===== config.mk =====
export PLATFORM = sky130hd
export DESIGN_NAME = can_irq_aggregator
export DESIGN_NICKNAME = d
export VERILOG_FILES = /design/src/rtl/can_irq_pkg.sv /design/src/rtl/can_irq_pending.sv /design/src/rtl/can_irq_mask.sv /design/src/rtl/can_irq_prio.sv /design/src/rtl/can_irq_aggregator.sv
export SDC_FILE = /design/constraint.sdc
export NUM_CORES = 1
export LEC_CHECK = 0
export ABC_AREA = 1
export BUFFER_PORTS_ARGS = -buffer_cell sky130_fd_sc_hd__buf_2
export CORE_MARGIN = 10
export CORE_UTILIZATION = 45
export CTS_BUF_LIST = sky130_fd_sc_hd__clkbuf_8
export CTS_CLUSTER_SIZE = 25
export DETAILED_ROUTE_END_ITERATION = 8
export PLACE_DENSITY_LB_ADDON = 0.05
export SETUP_SLACK_MARGIN = 0.5
export SLEW_MARGIN = 5
export SYNTH_ARGS = -nofsm -noshare
export SYNTH_HDL_FRONTEND = slang
export SYNTH_SLANG_ARGS = --single-unit

===== constraint.sdc =====
create_clock -name clk -period 1.5 [get_ports clk]
set_input_delay 0.075 -clock clk [delete_from_list [all_inputs] [get_ports clk]]
set_output_delay 0.075 -clock clk [all_outputs]
set_load 0.01 [all_outputs]

===== src/rtl/can_irq_pkg.sv =====
package can_irq_pkg;

  // Register address map of the block's register port.
  typedef enum logic [1:0] {
    REG_PEND = 2'd0,
    REG_CLR  = 2'd1,
    REG_CEN  = 2'd2,
    REG_STAT = 2'd3
  } reg_sel_e;

endpackage


===== src/rtl/can_irq_pending.sv =====
module can_irq_pending #(
  parameter int SRC_N = 16
) (
  input  logic             clk,
  input  logic             rst_n,
  input  logic [SRC_N-1:0] set_i,
  input  logic [SRC_N-1:0] clr_i,
  output logic [SRC_N-1:0] pend_o
);

  // One sticky flag per source; a set in the same cycle as a clear wins.
  for (genvar g = 0; g < SRC_N; g++) begin : g_flag
    logic flag_q;
    always_ff @(posedge clk or negedge rst_n) begin
      if (!rst_n)          flag_q <= 1'b0;
      else if (set_i[g])   flag_q <= 1'b1;
      else if (clr_i[g])   flag_q <= 1'b0;
    end
    assign pend_o[g] = flag_q;
  end

endmodule


===== src/rtl/can_irq_mask.sv =====
module can_irq_mask #(
  parameter int SRC_N = 16
) (
  input  logic             clk,
  input  logic             rst_n,
  input  logic             we_i,
  input  logic [SRC_N-1:0] wdata_i,
  output logic [SRC_N-1:0] en_o
);

  always_ff @(posedge clk or negedge rst_n) begin
    if (!rst_n)    en_o <= '0;
    else if (we_i) en_o <= wdata_i;
  end

endmodule


===== src/rtl/can_irq_prio.sv =====
module can_irq_prio #(
  parameter int NUM_BUF = 15,
  parameter int CODE_W  = 4
) (
  input  logic [NUM_BUF:0]    pend_i,
  input  logic [NUM_BUF:0]    en_i,
  output logic                irq_o,
  output logic [CODE_W-1:0]   code_o
);

  logic [NUM_BUF:0] active;

  always_comb begin
    active = pend_i & en_i;
    irq_o  = |active;
    code_o = '0;
    // Walk from the highest buffer down so the lowest pending buffer wins.
    for (int n = NUM_BUF - 1; n >= 0; n--) begin
      if (active[n]) code_o = CODE_W'(n + 1);
    end
    // The error source outranks every buffer and uses code zero.
    if (active[NUM_BUF]) code_o = '0;
  end

endmodule


===== src/rtl/can_irq_aggregator.sv =====
module can_irq_aggregator #(
  parameter int NUM_BUF = 15,
  parameter int DATA_W  = 16,
  parameter int NS_W    = 3
) (
  input  logic                            clk,
  input  logic                            rst_n,
  input  logic [NUM_BUF:0]                src_evt,
  input  logic [NS_W-1:0]                 node_state,
  input  logic                            bus_sel,
  input  logic                            bus_wr,
  input  logic [1:0]                      bus_addr,
  input  logic [DATA_W-1:0]               bus_wdata,
  output logic [DATA_W-1:0]               bus_rdata
);
  import can_irq_pkg::*;

  localparam int SRC_N  = NUM_BUF + 1;
  localparam int CODE_W = $clog2(NUM_BUF + 1);
  localparam int STAT_W = NS_W + 1 + CODE_W;

  reg_sel_e          sel;
  logic              wr_any;
  logic [SRC_N-1:0]  clr_vec;
  logic              en_we;
  logic [SRC_N-1:0]  pend_q;
  logic [SRC_N-1:0]  en_q;
  logic              irq;
  logic [CODE_W-1:0] code;
  logic [STAT_W-1:0] stat;

  assign sel     = reg_sel_e'(bus_addr);
  assign wr_any  = bus_sel && bus_wr;
  assign clr_vec = (wr_any && sel == REG_CLR) ? bus_wdata[SRC_N-1:0] : '0;
  assign en_we   = wr_any && sel == REG_CEN;

  can_irq_pending #(.SRC_N(SRC_N)) u_pend (
    .clk    (clk),
    .rst_n  (rst_n),
    .set_i  (src_evt),
    .clr_i  (clr_vec),
    .pend_o (pend_q)
  );

  can_irq_mask #(.SRC_N(SRC_N)) u_mask (
    .clk     (clk),
    .rst_n   (rst_n),
    .we_i    (en_we),
    .wdata_i (bus_wdata[SRC_N-1:0]),
    .en_o    (en_q)
  );

  can_irq_prio #(.NUM_BUF(NUM_BUF), .CODE_W(CODE_W)) u_prio (
    .pend_i (pend_q),
    .en_i   (en_q),
    .irq_o  (irq),
    .code_o (code)
  );

  assign stat = {node_state, irq, code};

  always_comb begin
    unique case (sel)
      REG_PEND: bus_rdata = DATA_W'(pend_q);
      REG_CLR:  bus_rdata = '0;
      REG_CEN:  bus_rdata = DATA_W'(en_q);
      REG_STAT: bus_rdata = DATA_W'(stat);
      default:  bus_rdata = '0;
    endcase
  end

endmodule


After elaboration in Yosys (flattened, before gate mapping)
Cells that the tools add are included.

storage, ports and cells
  input port bits = 41
  register bits after elaboration = 32
  word-level logic and storage cells = 92

operators by class
  bitwise operators = 1
  equal/unequal tests = 3
  reductions and logical operators = 21
  muxes and demuxes = 50

operators with widths
  cell                                           number
  two-way mux 4 bit                              16
  one-hot mux 16 bit (4 select lines)            1
  two-way mux 1 bit                              32
  nonzero test 2 bit                             16
  bitwise AND 16 bit                             1
  two-way mux 16 bit                             1
  OR reduction 16 bit                            1
  == test 2 bit, second input constant           2
  logical AND 1 bit                              3
  == test 2 x 1 -> 1 bit, second input constant  1
  zero test 2 bit                                1

Longest topological paths before layout
Gate-level depths: netlist of run 1.

  depth after elaboration = 18
  depth in mapped cells = 18
  mapped depth without buffers = 18

Modules after synthesis
A second synthesis of run 1 with hierarchy kept.

unflattened totals
  cells, all modules = 321
  area, all modules = 2210.9 sq um

by module, submodules not included
  module              cells an instance  area an instance (sq um)  seq. area each (sq um)  times used
  can_irq_pending     96                 760.7                     400.4                   1
  can_irq_mask        68                 644.4                     400.4                   1
  can_irq_aggregator  102                543.0                     0.0                     1
  can_irq_prio        55                 262.8                     0.0                     1

Least setup slack after synthesis of run 1
No wires, ideal clock.

  path kind = register -> output
  start point = reg u_mask.en_o[14]
  end point = out bus_rdata[0]
  arrival time = 1.176 ns
  stages on the path, launching flop included = 19
  slack = 0.249 ns
  cell sequence = dfrtp_1 nand2_1 inv_1 nand2_1 nand2_1 nand2_1 nand2_1 nand2_1 nand2_1 nand2_1 nand2_1 nand2_1 nand2_1 nand2_1 nand2_1 nand2_1 nand2_1 nand2_1 nand2_1

between the ends
  word-level cells in the longest chain between the ends = 18

ends and longest elaborated chain
  what                                 line                      source
  start: declaration                   can_irq_mask.sv:8         output logic [SRC_N-1:0] en_o
  start signal: assignment             can_irq_mask.sv:13        else if (we_i) en_o <= wdata_i;
  bitwise AND 16 bit                   can_irq_prio.sv:14        active = pend_i & en_i;
  two-way mux 4 bit (15 in a row)      can_irq_prio.sv:19        if (active[n]) code_o = CODE_W'(n + 1);
  two-way mux 4 bit                    can_irq_prio.sv:22        if (active[NUM_BUF]) code_o = '0;
  one-hot mux 16 bit (4 select lines)  can_irq_aggregator.sv:63  unique case (sel)
  end: declaration                     can_irq_aggregator.sv:14  output logic [DATA_W-1:0] bus_rdata

No other way between the ends.

Final worst setup path of run 1
  start point = reg u_pend.g_flag[14].flag_q
  end point = out bus_rdata[0]

between the ends
  word-level cells in the longest chain between the ends = 18

ends and longest elaborated chain
  what                                 line                      source
  start: declaration                   can_irq_pending.sv:13     logic flag_q;
  start signal: assignment             can_irq_pending.sv:15     if (!rst_n) flag_q <= 1'b0;
  start signal: assignment             can_irq_pending.sv:16     else if (set_i[g]) flag_q <= 1'b1;
  start signal: assignment             can_irq_pending.sv:17     else if (clr_i[g]) flag_q <= 1'b0;
  bitwise AND 16 bit                   can_irq_prio.sv:14
  two-way mux 4 bit (15 in a row)      can_irq_prio.sv:19
  two-way mux 4 bit                    can_irq_prio.sv:22
  one-hot mux 16 bit (4 select lines)  can_irq_aggregator.sv:63

No other way between the ends.

==> out/qor_table.md, run 1 <==
| Group | Item | This run |
|---|---|---|
| worst setup path | Most used cell, CP | nand2_1 |
| die | Placeable core region | 0.00372 mm^2 |
| synth | Cell count after synthesis | 240 |
| final layout | Final #Nets | 378 |
| die | Number of ports placed on the die boundary | 57 |
| worst setup path | CP Class | register to output port |
| clock tree | Max clock buf depth | 2 |
| route | Routed wire per std cell | 12.5 um |
| synth | Mapped Area | 0.00175 mm^2 |
| sta | Setup skew after layout | 0 ps |
| final layout | Fraction of layout instances using a drive strength above 1 | 35.5% |
| route | Via Count | 1781 |
| worst setup path | Gate family responsible for the most delay along the worst path | simple AND/OR/NAND/NOR gates |
| synth | Warning count from the yosys run | 0 |
| route | Wire length reported by the detailed router | 4830 um |
| final layout | Area growth syn-to-layout | 49.1% |
| final layout | Utilization after layout | 70.0% |
| worst setup path | Critical register-to-register path endpoint | u_mask.en_o[5] |
| synth | Mean area per synthesized cell | 7.27 um^2 |
| final layout | Number of diodes added for antenna fixing | 0 |
| placed design | GP Congestion | 0.824 |
| hold path | Start point of the worst hold path | bus_wdata[2] |
| worst setup path | Worst path max stage delay | 390 ps |
| die | Area enclosed by the die boundary | 0.00677 mm^2 |
| sta | Slew at the pin closest to its max-slew limit | 405 ps |
| clock tree | Cts bufs inserted | 5 |
| global route | Pin count of the biggest net entering global routing | 33 |
| route | Via-per-instance ratio | 4.61 |
| power and ir drop | Maximum VDD drop | 762 uV |
| worst setup path | Type of element launching the critical path | register |
| hold path | Worst hold stages | 3 |
| sta | Achievable clock frequency | 571 MHz |
| sta | Setup repair after global routing missed its margin | true |
| placed design | Port buffer count | 56 |
| placed design | Post-detailed-placement half-perimeter wirelength | 3420 um |
| worst setup path | Largest fanout of any net on the critical path | 2 |
| synth | Number of synthesized register bits | 32 |
| hold path | Worst min-delay path class | primary input to register |
| sta | Slew Limit Fails | 0 |
| clock tree | Worst-Skew Late Latency | 280 ps |
| clock tree | H-tree levels | 2 |
| worst setup path | Worst Setup End Kind | output port |
| final layout | Post-route design area | 0.00260 mm^2 |
| worst setup path | Worst path buffer plus inverter count | 2 |
| run status | Violations in the final reports | negative setup slack |
| clock tree | Clock Root Buffer | clkbuf_8 |
| worst setup path | Required time worst endpoint | 1420 ps |
| global route | Global-route wire length before repair | 7810 um |
| synth | Net count of the mapped netlist | 281 |
| die | Die Height | 82.3 um |
| final layout | FILL cells | 317 |
| synth | Most used DFF post-synth | dfrtp_1 |
| sta | Worst relative slew slack | 73.0% |
| synth | Distinct cell type count after synthesis | 21 |
| power and ir drop | Total power density per cell area | 955 mW/mm^2 |
| worst setup path | Worst setup slack for register-to-register paths | 550 ps |
| global route | Initial antenna violation count | 0 |
| clock tree | Clock slew at the register clock pins of the worst setup and hold paths | 60 ps |
| worst setup path | Arrival time at the worst endpoint | 1680 ps |
| hold path | Worst min-delay path endpoint | u_mask.en_o[2] |
| synth | Sequential-to-total area share from yosys stat | 45.9% |
| sta | Minimum clock period | 1750 ps |
| die | Starting density of the core | 47.0% |
| route | DRC violation count after routing | 0 |
| worst setup path | Reg-to-reg critical path startpoint | u_mask.en_o[5] |
| placed design | Post-DP Area | 0.00210 mm^2 |
| die | Row count | 22 |
| global route | Total overflow reported by the global router | 0 |
| power and ir drop | Leakage component of the power | 1.51 nW |
| synth | Proportion of register bits with asynchronous set or reset after synthesis | 100% |
| run status | Run status | complete, but fails checks |
| power and ir drop | Overall power after layout | 0.00249 W |
| sta | Final hold vios | 0 |
| worst setup path | Cells along the critical path | nand2_2 -> inv_1 -> nand2_1 -> nand2_1 -> nand2_1 -> nand2_1 -> nand2_1 -> nand2_1 -> nand2_1 -> nand2_1 -> nand2_1 -> nand2_1 -> nand2_1 -> nand2_1 -> nand2_1 -> nand2_1 -> nand2_1 -> nand2_2 -> buf_6 |
| sta | Total of endpoints with negative setup slack in the final report | 5 |
| route | Number of detailed-route iterations in the first pass | 4 |
| synth | EDFF count, synth | 0 |
| clock tree | Number of clock sinks | 32 |
| worst setup path | Worst path slowest cell | dfrtp_1 |
| placed design | Placed cell count | 343 |
| worst setup path | Worst reg2reg path depth | 5 |
| global route | Number of global-route vias before repair | 1770 |
| die | Die width | 82.3 um |
| route | DRC violation total after the first TritonRoute iteration | 70 |
| run | Total of max-cap violations | 0 |
| sta | Crit share post-route | 117% |
| clock tree | TritonCTS clock tree | done |
| final layout | Post-route insts no fill | 386 |
| sta | Hold slack final | 41.8 ps |
| route | Remaining number of nets flagged by the antenna check after routing | 0 |
| sta | Post-route setup slack | -251 ps |
| global route | Global router's overall resource usage | 14.8% |
-- what timing repair did --
action | CTS | global route
setup endpoints to repair | 16 | 31
hold buffers | 17 | 0
endpoints found under the hold margin | 48 | 0
resized for setup | 30 | 15
pin swaps | 5 | 10
setup buffers | 8 | 10
-- routing by layer --
metal,track usage (%),wire length (um),up-vias
met2,23.2,2220,46
met5,0,0,-
met1,17.7,2100,784
met4,4.93,75,0
met3,6.59,431,7
li1,-,-,944
-- worst max path at each step --
| stage | from | endpoint | slack, ps | depth (start not counted) |
|---|---|---|---|---|
| after CTS | u_mask.en_o[14] | bus_rdata[0] | -230 | 19 |
| after global routing | u_mask.en_o[14] | bus_rdata[0] | -400 | 19 |
| after global placement | u_mask.en_o[14] | bus_rdata[0] | 60 | 19 |
| final | u_pend.g_flag[14].flag_q | bus_rdata[0] | -250 | 19 |
| after detailed placement | u_mask.en_o[14] | bus_rdata[0] | 60 | 19 |
| after floorplan | u_mask.en_o[14] | bus_rdata[0] | 250 | 18 |
-- stage by stage --
stage | setup slack, ps | setup TNS [ps]
detailed placement | 60.0 | 0
finish | -251 | -659
global route | -400 | -1260
CTS | -234 | -550
floorplan | 252 | 0
global placement | 60.6 | 0
-- cell families after synthesis --
family	Yosys count	synth area share [%]
buffers and inverters	47	10.3
AND/OR/NAND/NOR	109	25.3
flip-flops	32	45.9
AO/OA/AOI/OAI	52	18.5
-- worst reg2reg max path: stages (launching register included) --
cell,delay (ps)
dfrtp_1,400
buf_6,120
buf_6,100
buf_4,120
nand2_2,50
o21ai_1,50
-- flip-flops by register name, indices dropped and copies added, names as in the netlist --
name / cells
u_mask.en_o: 16
u_pend.g_flag.flag_q: 16
-- power by group --
group	total (W)	internal (W)	switching [W]	leakage [nW]
logic	0.000788	0.000389	0.000399	1.11
clock network	0.000668	0.000360	0.000308	0.0538
registers	0.00103	0.000954	0.0000771	0.344
-- layout by cell type, fill, tap and decap left out, drive strengths merged --
cell type and count:
a22oi 1, a31oi 1, buf 79, clkbuf 6, clkinv 1, clkinvlp 1, dfrtp 32, dlygate4sd3 17
inv 41, nand2 80, nand3 3, nor2 25, nor3 1, o211ai 5, o21ai 27, o21bai 16
o221ai 1, o31ai 1
-- cell usage after synthesis (2+ instances only) --
master / count / area [um^2]
nand2_1: 73 / 274
inv_1: 39 / 146
dfrtp_1: 32 / 801
nor2_1: 25 / 93.8
o21ai_1: 18 / 90.1
o21bai_1: 16 / 120
o21ai_0: 9 / 45.0
nand2_2: 5 / 31.3
o211ai_1: 5 / 37.5
buf_2: 3 / 15.0
nand3_1: 3 / 15.0
clkbuf_1: 2 / 7.51
nand2_4: 2 / 22.5
-- cell type report --
class / instances / area [um^2] / area share, %
clock buffers: 6 / 82.6 / 3.17
repair buffers: 96 / 652 / 25.0
well taps: 48 / 60.1 / 2.31
clock inverters: 2 / 7.51 / 0.288
flip-flops and latches: 32 / 801 / 30.8
inverters: 41 / 165 / 6.35
multi-input cells: 161 / 835 / 32.1
(Power assumes the default switching activity.)
==> run 2, diff against run 1 <==
- clock period: 1.5 -> 1.55 ns (I/O delays scaled with it)
==> out/qor_table.md, run 2 (synthesis gave the netlist of run 1 again) <==
| Group | Item | This run | vs previous |
|---|---|---|---|
| worst setup path | Type of element launching the critical path | register | unchanged |
| clock tree | Clock slew at the register clock pins of the worst setup and hold paths | 60 ps | about the same |
| placed design | Port buffer count | 56 | unchanged |
| final layout | Utilization after layout | 68.4% | was 70.0% |
| sta | Total Neg Setup Slack | -348 ps | was -659 ps |
| die | Die Height | 82.3 um | unchanged |
| worst setup path | Worst Setup End Kind | output port | unchanged |
| clock tree | Max clock buf depth | 2 | unchanged |
| power and ir drop | Maximum VDD drop | 494 uV | was 762 uV |
| die | Placeable core region | 0.00372 mm^2 | unchanged |
| worst setup path | Arrival time at the worst endpoint | 1690 ps | was 1680 ps |
| route | Routed wire per std cell | 12.6 um | was 12.5 um |
| die | Starting density of the core | 47.0% | unchanged |
| run status | Violations in the final reports | negative setup slack | unchanged |
| clock tree | Cts bufs inserted | 5 | unchanged |
| route | Wire length reported by the detailed router | 4810 um | was 4830 um |
| global route | Pin count of the biggest net entering global routing | 33 | unchanged |
| hold path | Worst min-delay path class | primary input to register | unchanged |
| clock tree | Worst-Skew Late Latency | 280 ps | about the same |
| clock tree | Number of clock sinks | 32 | unchanged |
| sta | Crit share post-route | 114% |  |
| final layout | Commonest non-fill, non-tap cells in the layout | nand2_1, buf_2, inv_1 | unchanged |
| final layout | Area growth syn-to-layout | 45.6% | was 49.1% |
| placed design | Post-detailed-placement half-perimeter wirelength | 3400 um | was 3420 um |
| worst setup path | Worst path slowest cell | dfrtp_1 | unchanged |
| worst setup path | Largest fanout of any net on the critical path | 2 | unchanged |
| route | Via Count | 1767 | was 1781 |
| sta | Setup repair after global routing missed its margin | true | unchanged |
| global route | Number of global-route vias before repair | 1742 | was 1770 |
| global route | Global router's overall resource usage | 15.1% | was 14.8% |
| die | Row count | 22 | unchanged |
| final layout | Largest registers in the final layout | u_mask.en_o: 16 flops, u_pend.g_flag.flag_q: 16 flops | unchanged |
| sta | Final hold vios | 0 | unchanged |
| clock tree | Clock Root Buffer | clkbuf_8 | unchanged |
| sta | Setup skew after layout | 0 ps | unchanged |
| sta | Slew at the pin closest to its max-slew limit | 412 ps | was 405 ps |
| placed design | GP Congestion | 0.824 | unchanged |
| sta | Total of endpoints with negative setup slack in the final report | 4 | was 5 |
| power and ir drop | Total power density per cell area | 920 mW/mm^2 | was 955 mW/mm^2 |
| clock tree | TritonCTS clock tree | done | unchanged |
| sta | Post-route setup slack | -216 ps | was -251 ps |
| global route | Initial antenna violation count | 0 | unchanged |
| route | DRC violation total after the first TritonRoute iteration | 76 | was 70 |
| worst setup path | Required time worst endpoint | 1470 ps | was 1420 ps |
| final layout | Number of diodes added for antenna fixing | 0 | unchanged |
| route | Via-per-instance ratio | 4.63 | was 4.61 |
| sta | Achievable clock frequency | 566 MHz |  |
| sta | Slew Limit Fails | 0 | unchanged |
| route | Number of detailed-route iterations in the first pass | 4 | unchanged |
| worst setup path | Most used cell, CP | nand2_1 | unchanged |
| die | Area enclosed by the die boundary | 0.00677 mm^2 | unchanged |
| route | DRC violation count after routing | 0 | unchanged |
| route | Remaining number of nets flagged by the antenna check after routing | 0 | unchanged |
| worst setup path | Worst path max stage delay | 380 ps | was 390 ps |
| run status | Run status | complete, but fails checks | unchanged |
| sta | Minimum clock period | 1770 ps |  |
| die | Number of ports placed on the die boundary | 57 | unchanged |
| placed design | Placement-stage worst setup slack | 96.9 ps | was 60.0 ps |
| run | Total of max-cap violations | 0 | unchanged |
| worst setup path | Cells along the critical path | nand2_1 -> inv_1 -> nand2_1 -> nand2_1 -> nand2_1 -> nand2_1 -> nand2_1 -> nand2_1 -> nand2_1 -> nand2_1 -> nand2_1 -> nand2_1 -> nand2_1 -> nand2_1 -> nand2_1 -> nand2_1 -> nand2_1 -> nand2_2 -> buf_6 | was nand2_2 -> inv_1 -> nand2_1 -> nand2_1 -> nand2_1 -> nand2_1 -> nand2_1 -> nand2_1 -> nand2_1 -> nand2_1 -> nand2_1 -> nand2_1 -> nand2_1 -> nand2_1 -> nand2_1 -> nand2_1 -> nand2_1 -> nand2_2 -> buf_6 |
| final layout | Final #Nets | 375 | was 378 |
| clock tree | H-tree levels | 2 | unchanged |
| worst setup path | CP Class | register to output port | unchanged |
| power and ir drop | Leakage component of the power | 1.49 nW | was 1.51 nW |
| global route | Global-route wire length before repair | 7960 um | was 7810 um |
| final layout | Leading cell type in the layout, fill and taps excluded | nand2_1 | unchanged |
| sta | Worst relative slew slack | 72.5% | was 73.0% |
| final layout | Fraction of layout instances using a drive strength above 1 | 33.2% | was 35.5% |
| global route | Total overflow reported by the global router | 0 | unchanged |
| die | Die width | 82.3 um | unchanged |
[run 2: changes by cell type in the layout (fill, tap and decap cells not counted), moves of 2 or more]
cell	delta
clkinv_2	+2
buf_4	-2
dlygate4sd3_1	-2
nand2_2	-5
nand2_1	+5
[run 2: stage by stage]
stage | cells | area, um^2 | hold slack, ps | power (W)
final | 382 | 2540 | 3.75 | 0.00234
after global routing | 382 | 2540 | 4.63 | 0.00251
after CTS | 377 | 2480 | 0.455 | 0.00230
after detailed placement | 343 | 2100 | 128 | 0.00155
after global placement | 343 | 2100 | 129 | 0.00155
after floorplan | 240 | 1750 | -218 | 0.00136
[run 2: worst paths after layout]
kind	startpoint	endpoint	slack, ps	depth (start not counted)
max	u_pend.g_flag[14].flag_q	bus_rdata[0]	-220	19
min	src_evt[1]	u_pend.g_flag[1].flag_q	4	2
max reg2reg	u_mask.en_o[14]	u_mask.en_o[14]	680	4
min reg2reg	u_mask.en_o[0]	u_mask.en_o[0]	520	2
max in group asynchronous	rst_n	u_pend.g_flag[1].flag_q	900	3
min in group asynchronous	rst_n	u_pend.g_flag[5].flag_q	350	3
[run 2: worst max-delay path, delay by kind of cell (launching register included)]
family / cells / cell delay, ps
AND/OR/NAND/NOR: 17 / 870
flip-flops: 1 / 380
buffers and inverters: 2 / 150
[run 2: timing repair]
action | in CTS | in global routing
resized for setup | 26 | 9
hold buffers | 14 | 1
setup buffers | 13 | 4
pin swaps | 7 | 6
endpoints found under the setup margin | 16 | 16
hold endpoints to repair | 45 | 1
[run 2: power breakdown]
group	total (W)	internal (W)	switching, W	leakage (nW)
combinational	0.000751	0.000368	0.000383	1.10
sequential	0.000994	0.000923	0.0000713	0.344
clock	0.000593	0.000298	0.000295	0.0452
total	0.00234	0.00159	0.000749	1.49
[run 2: final cells by class]
type | instances | area (um^2)
clock buffer | 5 | 68.8
clock inverter | 2 | 8.76
fill | 335 | 1170
inverter | 41 | 159
multi-input combinational | 161 | 816
sequential | 32 | 801
tap | 48 | 60.1
timing repair buffer | 93 | 628
[run 2: routing by layer]
layer  vias up  track usage, %  wire length [um]
li1        936               -                 -
met1       778            18.7              2130
met2        48            23.6              2210
met3         5            5.62               414
met4         0            5.10                57
met5         -               0                 0
==> run 3, diff against run 2 <==
- CTS_BUF_LIST: sky130_fd_sc_hd__clkbuf_8 -> default
- HOLD_SLACK_MARGIN: default -> 0.12
==> out/qor_table.md, run 3 (synthesis gave the netlist of run 1 again) <==
| Group | Item | This run | vs previous |
|---|---|---|---|
| clock tree | Number of clock sinks | 32 | unchanged |
| run | Total of max-cap violations | 0 | unchanged |
| sta | Slew at the pin closest to its max-slew limit | 415 ps | was 412 ps |
| sta | Setup skew after layout | 0 ps | unchanged |
| clock tree | Max clock buf depth | 2 | unchanged |
| sta | Minimum clock period | 1760 ps | was 1770 ps |
| power and ir drop | Total power density per cell area | 874 mW/mm^2 | was 920 mW/mm^2 |
| sta | Crit share post-route | 114% | about the same |
| worst setup path | Cells along the critical path | nand2_1 -> inv_1 -> nand2_1 -> nand2_1 -> nand2_1 -> nand2_1 -> nand2_1 -> nand2_1 -> nand2_1 -> nand2_1 -> nand2_1 -> nand2_1 -> nand2_1 -> nand2_1 -> nand2_1 -> nand2_1 -> nand2_1 -> nand2_2 -> buf_6 | unchanged |
| worst setup path | Worst path buffer plus inverter count | 2 | unchanged |
| die | Die Height | 82.3 um | unchanged |
| final layout | Multi-input gate area in the final layout | 816 um^2 | unchanged |
| final layout | Area occupied by registers | 801 um^2 | unchanged |
| final layout | FILL cells | 305 | was 335 |
| sta | Setup repair after global routing missed its margin | true | unchanged |
| route | Wire length reported by the detailed router | 5020 um | was 4810 um |
| global route | Number of global-route vias before repair | 1863 | was 1742 |
| run status | Run status | complete, but fails checks | unchanged |
| global route | Pin count of the biggest net entering global routing | 33 | unchanged |
| sta | Final hold vios | 0 | unchanged |
| power and ir drop | Maximum VDD drop | 507 uV | was 494 uV |
| sta | Worst relative slew slack | 72.3% | was 72.5% |
| route | Remaining number of nets flagged by the antenna check after routing | 0 | unchanged |
| route | Number of detailed-route iterations in the first pass | 5 | was 4 |
| placed design | Post-detailed-placement half-perimeter wirelength | 3400 um | unchanged |
| global route | Total overflow reported by the global router | 0 | unchanged |
| final layout | Final #Nets | 393 | was 375 |
| clock tree | TritonCTS clock tree | done | unchanged |
| power and ir drop | Leakage component of the power | 1.56 nW | was 1.49 nW |
| final layout | Number of diodes added for antenna fixing | 0 | unchanged |
| route | Via Count | 1852 | was 1767 |
| sta | Achievable clock frequency | 567 MHz | was 566 MHz |
| die | Die width | 82.3 um | unchanged |
| worst setup path | Arrival time at the worst endpoint | 1680 ps | was 1690 ps |
| worst setup path | Worst Setup End Kind | output port | unchanged |
| run status | Violations in the final reports | negative setup slack | unchanged |
| global route | Global router's overall resource usage | 16.0% | was 15.1% |
| final layout | Leading cell type in the layout, fill and taps excluded | nand2_1 | unchanged |
| clock tree | Worst-Skew Late Latency | 280 ps | about the same |
| clock tree | Clock slew at the register clock pins of the worst setup and hold paths | 70 ps | was 60 ps |
| route | Sum of routed wire segments on met1 | 2160 um | was 2130 um |
| worst setup path | Largest fanout of any net on the critical path | 2 | unchanged |
| clock tree | Clock Root Buffer | clkbuf_8 | unchanged |
| die | Number of ports placed on the die boundary | 57 | unchanged |
| route | Routed wire per std cell | 12.6 um | about the same |
| worst setup path | Type of element launching the critical path | register | unchanged |
| final layout | Commonest non-fill, non-tap cells in the layout | nand2_1, buf_2, inv_1 | unchanged |
| worst setup path | Worst path slowest cell | dfrtp_1 | unchanged |
| global route | Initial antenna violation count | 0 | unchanged |
| clock tree | Cts bufs inserted | 5 | unchanged |
| clock tree | H-tree levels | 2 | unchanged |
| worst setup path | Most used cell, CP | nand2_1 | unchanged |
| route | Top layer in use | met4 | unchanged |
| final layout | Area growth syn-to-layout | 56.1% | was 45.6% |
| final layout | Fraction of layout instances using a drive strength above 1 | 31.5% | was 33.2% |
| route | Detailed route wirelength on metal3 | 455 um | was 414 um |
| worst setup path | Required time worst endpoint | 1470 ps | about the same |
| die | Area enclosed by the die boundary | 0.00677 mm^2 | unchanged |
| sta | Hold slack final | 350 ps | was 3.75 ps |
| sta | Slew Limit Fails | 0 | unchanged |
| die | Starting density of the core | 47.0% | unchanged |
| placed design | Port buffer count | 56 | unchanged |
| global route | Global-route wire length before repair | 8470 um | was 7960 um |
| hold path | Worst min-delay path class | primary input to async pin | was primary input to register |
| sta | Total of endpoints with negative setup slack in the final report | 4 | unchanged |
| sta | Post-route setup slack | -212 ps | was -216 ps |
| route | DRC violation total after the first TritonRoute iteration | 77 | was 76 |
| route | DRC violation count after routing | 0 | unchanged |
| worst setup path | Gate family responsible for the most delay along the worst path | simple AND/OR/NAND/NOR gates | unchanged |
| placed design | GP Congestion | 0.824 | unchanged |
| placed design | Placement-stage worst setup slack | 96.9 ps | unchanged |
| worst setup path | Worst path max stage delay | 390 ps | was 380 ps |
| final layout | Largest registers in the final layout | u_mask.en_o: 16 flops, u_pend.g_flag.flag_q: 16 flops | unchanged |
| die | Placeable core region | 0.00372 mm^2 | unchanged |
| worst setup path | CP Class | register to output port | unchanged |
| route | Detailed route wirelength on metal2 | 2350 um | was 2210 um |
| die | Row count | 22 | unchanged |
| route | Via-per-instance ratio | 4.63 | about the same |
==> run 3: changes by cell type in the layout (fill, tap and decap cells not counted), sizes merged <==
cell / before / now
clkbuf: 5 / 6
dlygate4sd3: 15 / 33
inv: 40 / 39
==> run 3: cell type report <==
class | count | share of cell area [%]
repair buffers | 111 | 29.7
inverters | 41 | 5.93
well taps | 48 | 2.20
flip-flops and latches | 32 | 29.4
multi-input cells | 161 | 29.9
clock inverters | 1 | 0.184
clock buffers | 6 | 2.66
==> run 3: where the power goes <==
part	switching (W)	internal, W
Sequential	0.0000710	0.000923
Combinational	0.000390	0.000398
Clock	0.000295	0.000305
Total	0.000755	0.00163
==> run 3: per-layer routing <==
layer,up-vias,track usage [%]
li1,974,-
met1,824,19.3
met2,49,25.5
met3,5,6.26
met4,0,5.10
met5,-,0
==> run 3: final timing paths <==
check / startpoint / endpoint / slack [ps] / depth (start not counted)
worst max-delay path: u_pend.g_flag[14].flag_q / bus_rdata[0] / -210 / 19
worst min-delay path: rst_n / u_pend.g_flag[5].flag_q / 350 / 3
worst max register to register: u_mask.en_o[14] / u_mask.en_o[14] / 690 / 4
worst min register to register: u_mask.en_o[1] / u_mask.en_o[1] / 520 / 2
max in group asynchronous: rst_n / u_pend.g_flag[1].flag_q / 900 / 3
min in group clk: bus_wr / u_mask.en_o[7] / 350 / 6
==> run 3: through the flow <==
step | instances | power [W] | utilization (%) | setup TNS, ps | instance area (um^2)
floorplan | 240 | 0.00136 | - | 0 | 1750
global placement | 343 | 0.00155 | 56.5 | 0 | 2100
detailed placement | 343 | 0.00155 | 56.5 | 0 | 2100
CTS | 396 | 0.00234 | 71.8 | -302 | 2670
global route | 400 | 0.00255 | 73.3 | -1060 | 2720
finish | 400 | 0.00238 | 73.3 | -336 | 2720
==> run 3: what timing repair did <==
item,4_1_cts,5_1_grt
endpoints found under the hold margin,64,0
endpoints found under the setup margin,16,16
hold buffers,33,0
pin swaps,7,6
resized for setup,26,11
buffers inserted,13,4
==> run 3: worst register-to-register path, stage by stage (launching register included) <==
cell and delay, ps:
dfrtp_1 380, buf_4 140, buf_6 110, nand2_1 70, o21ai_1 60
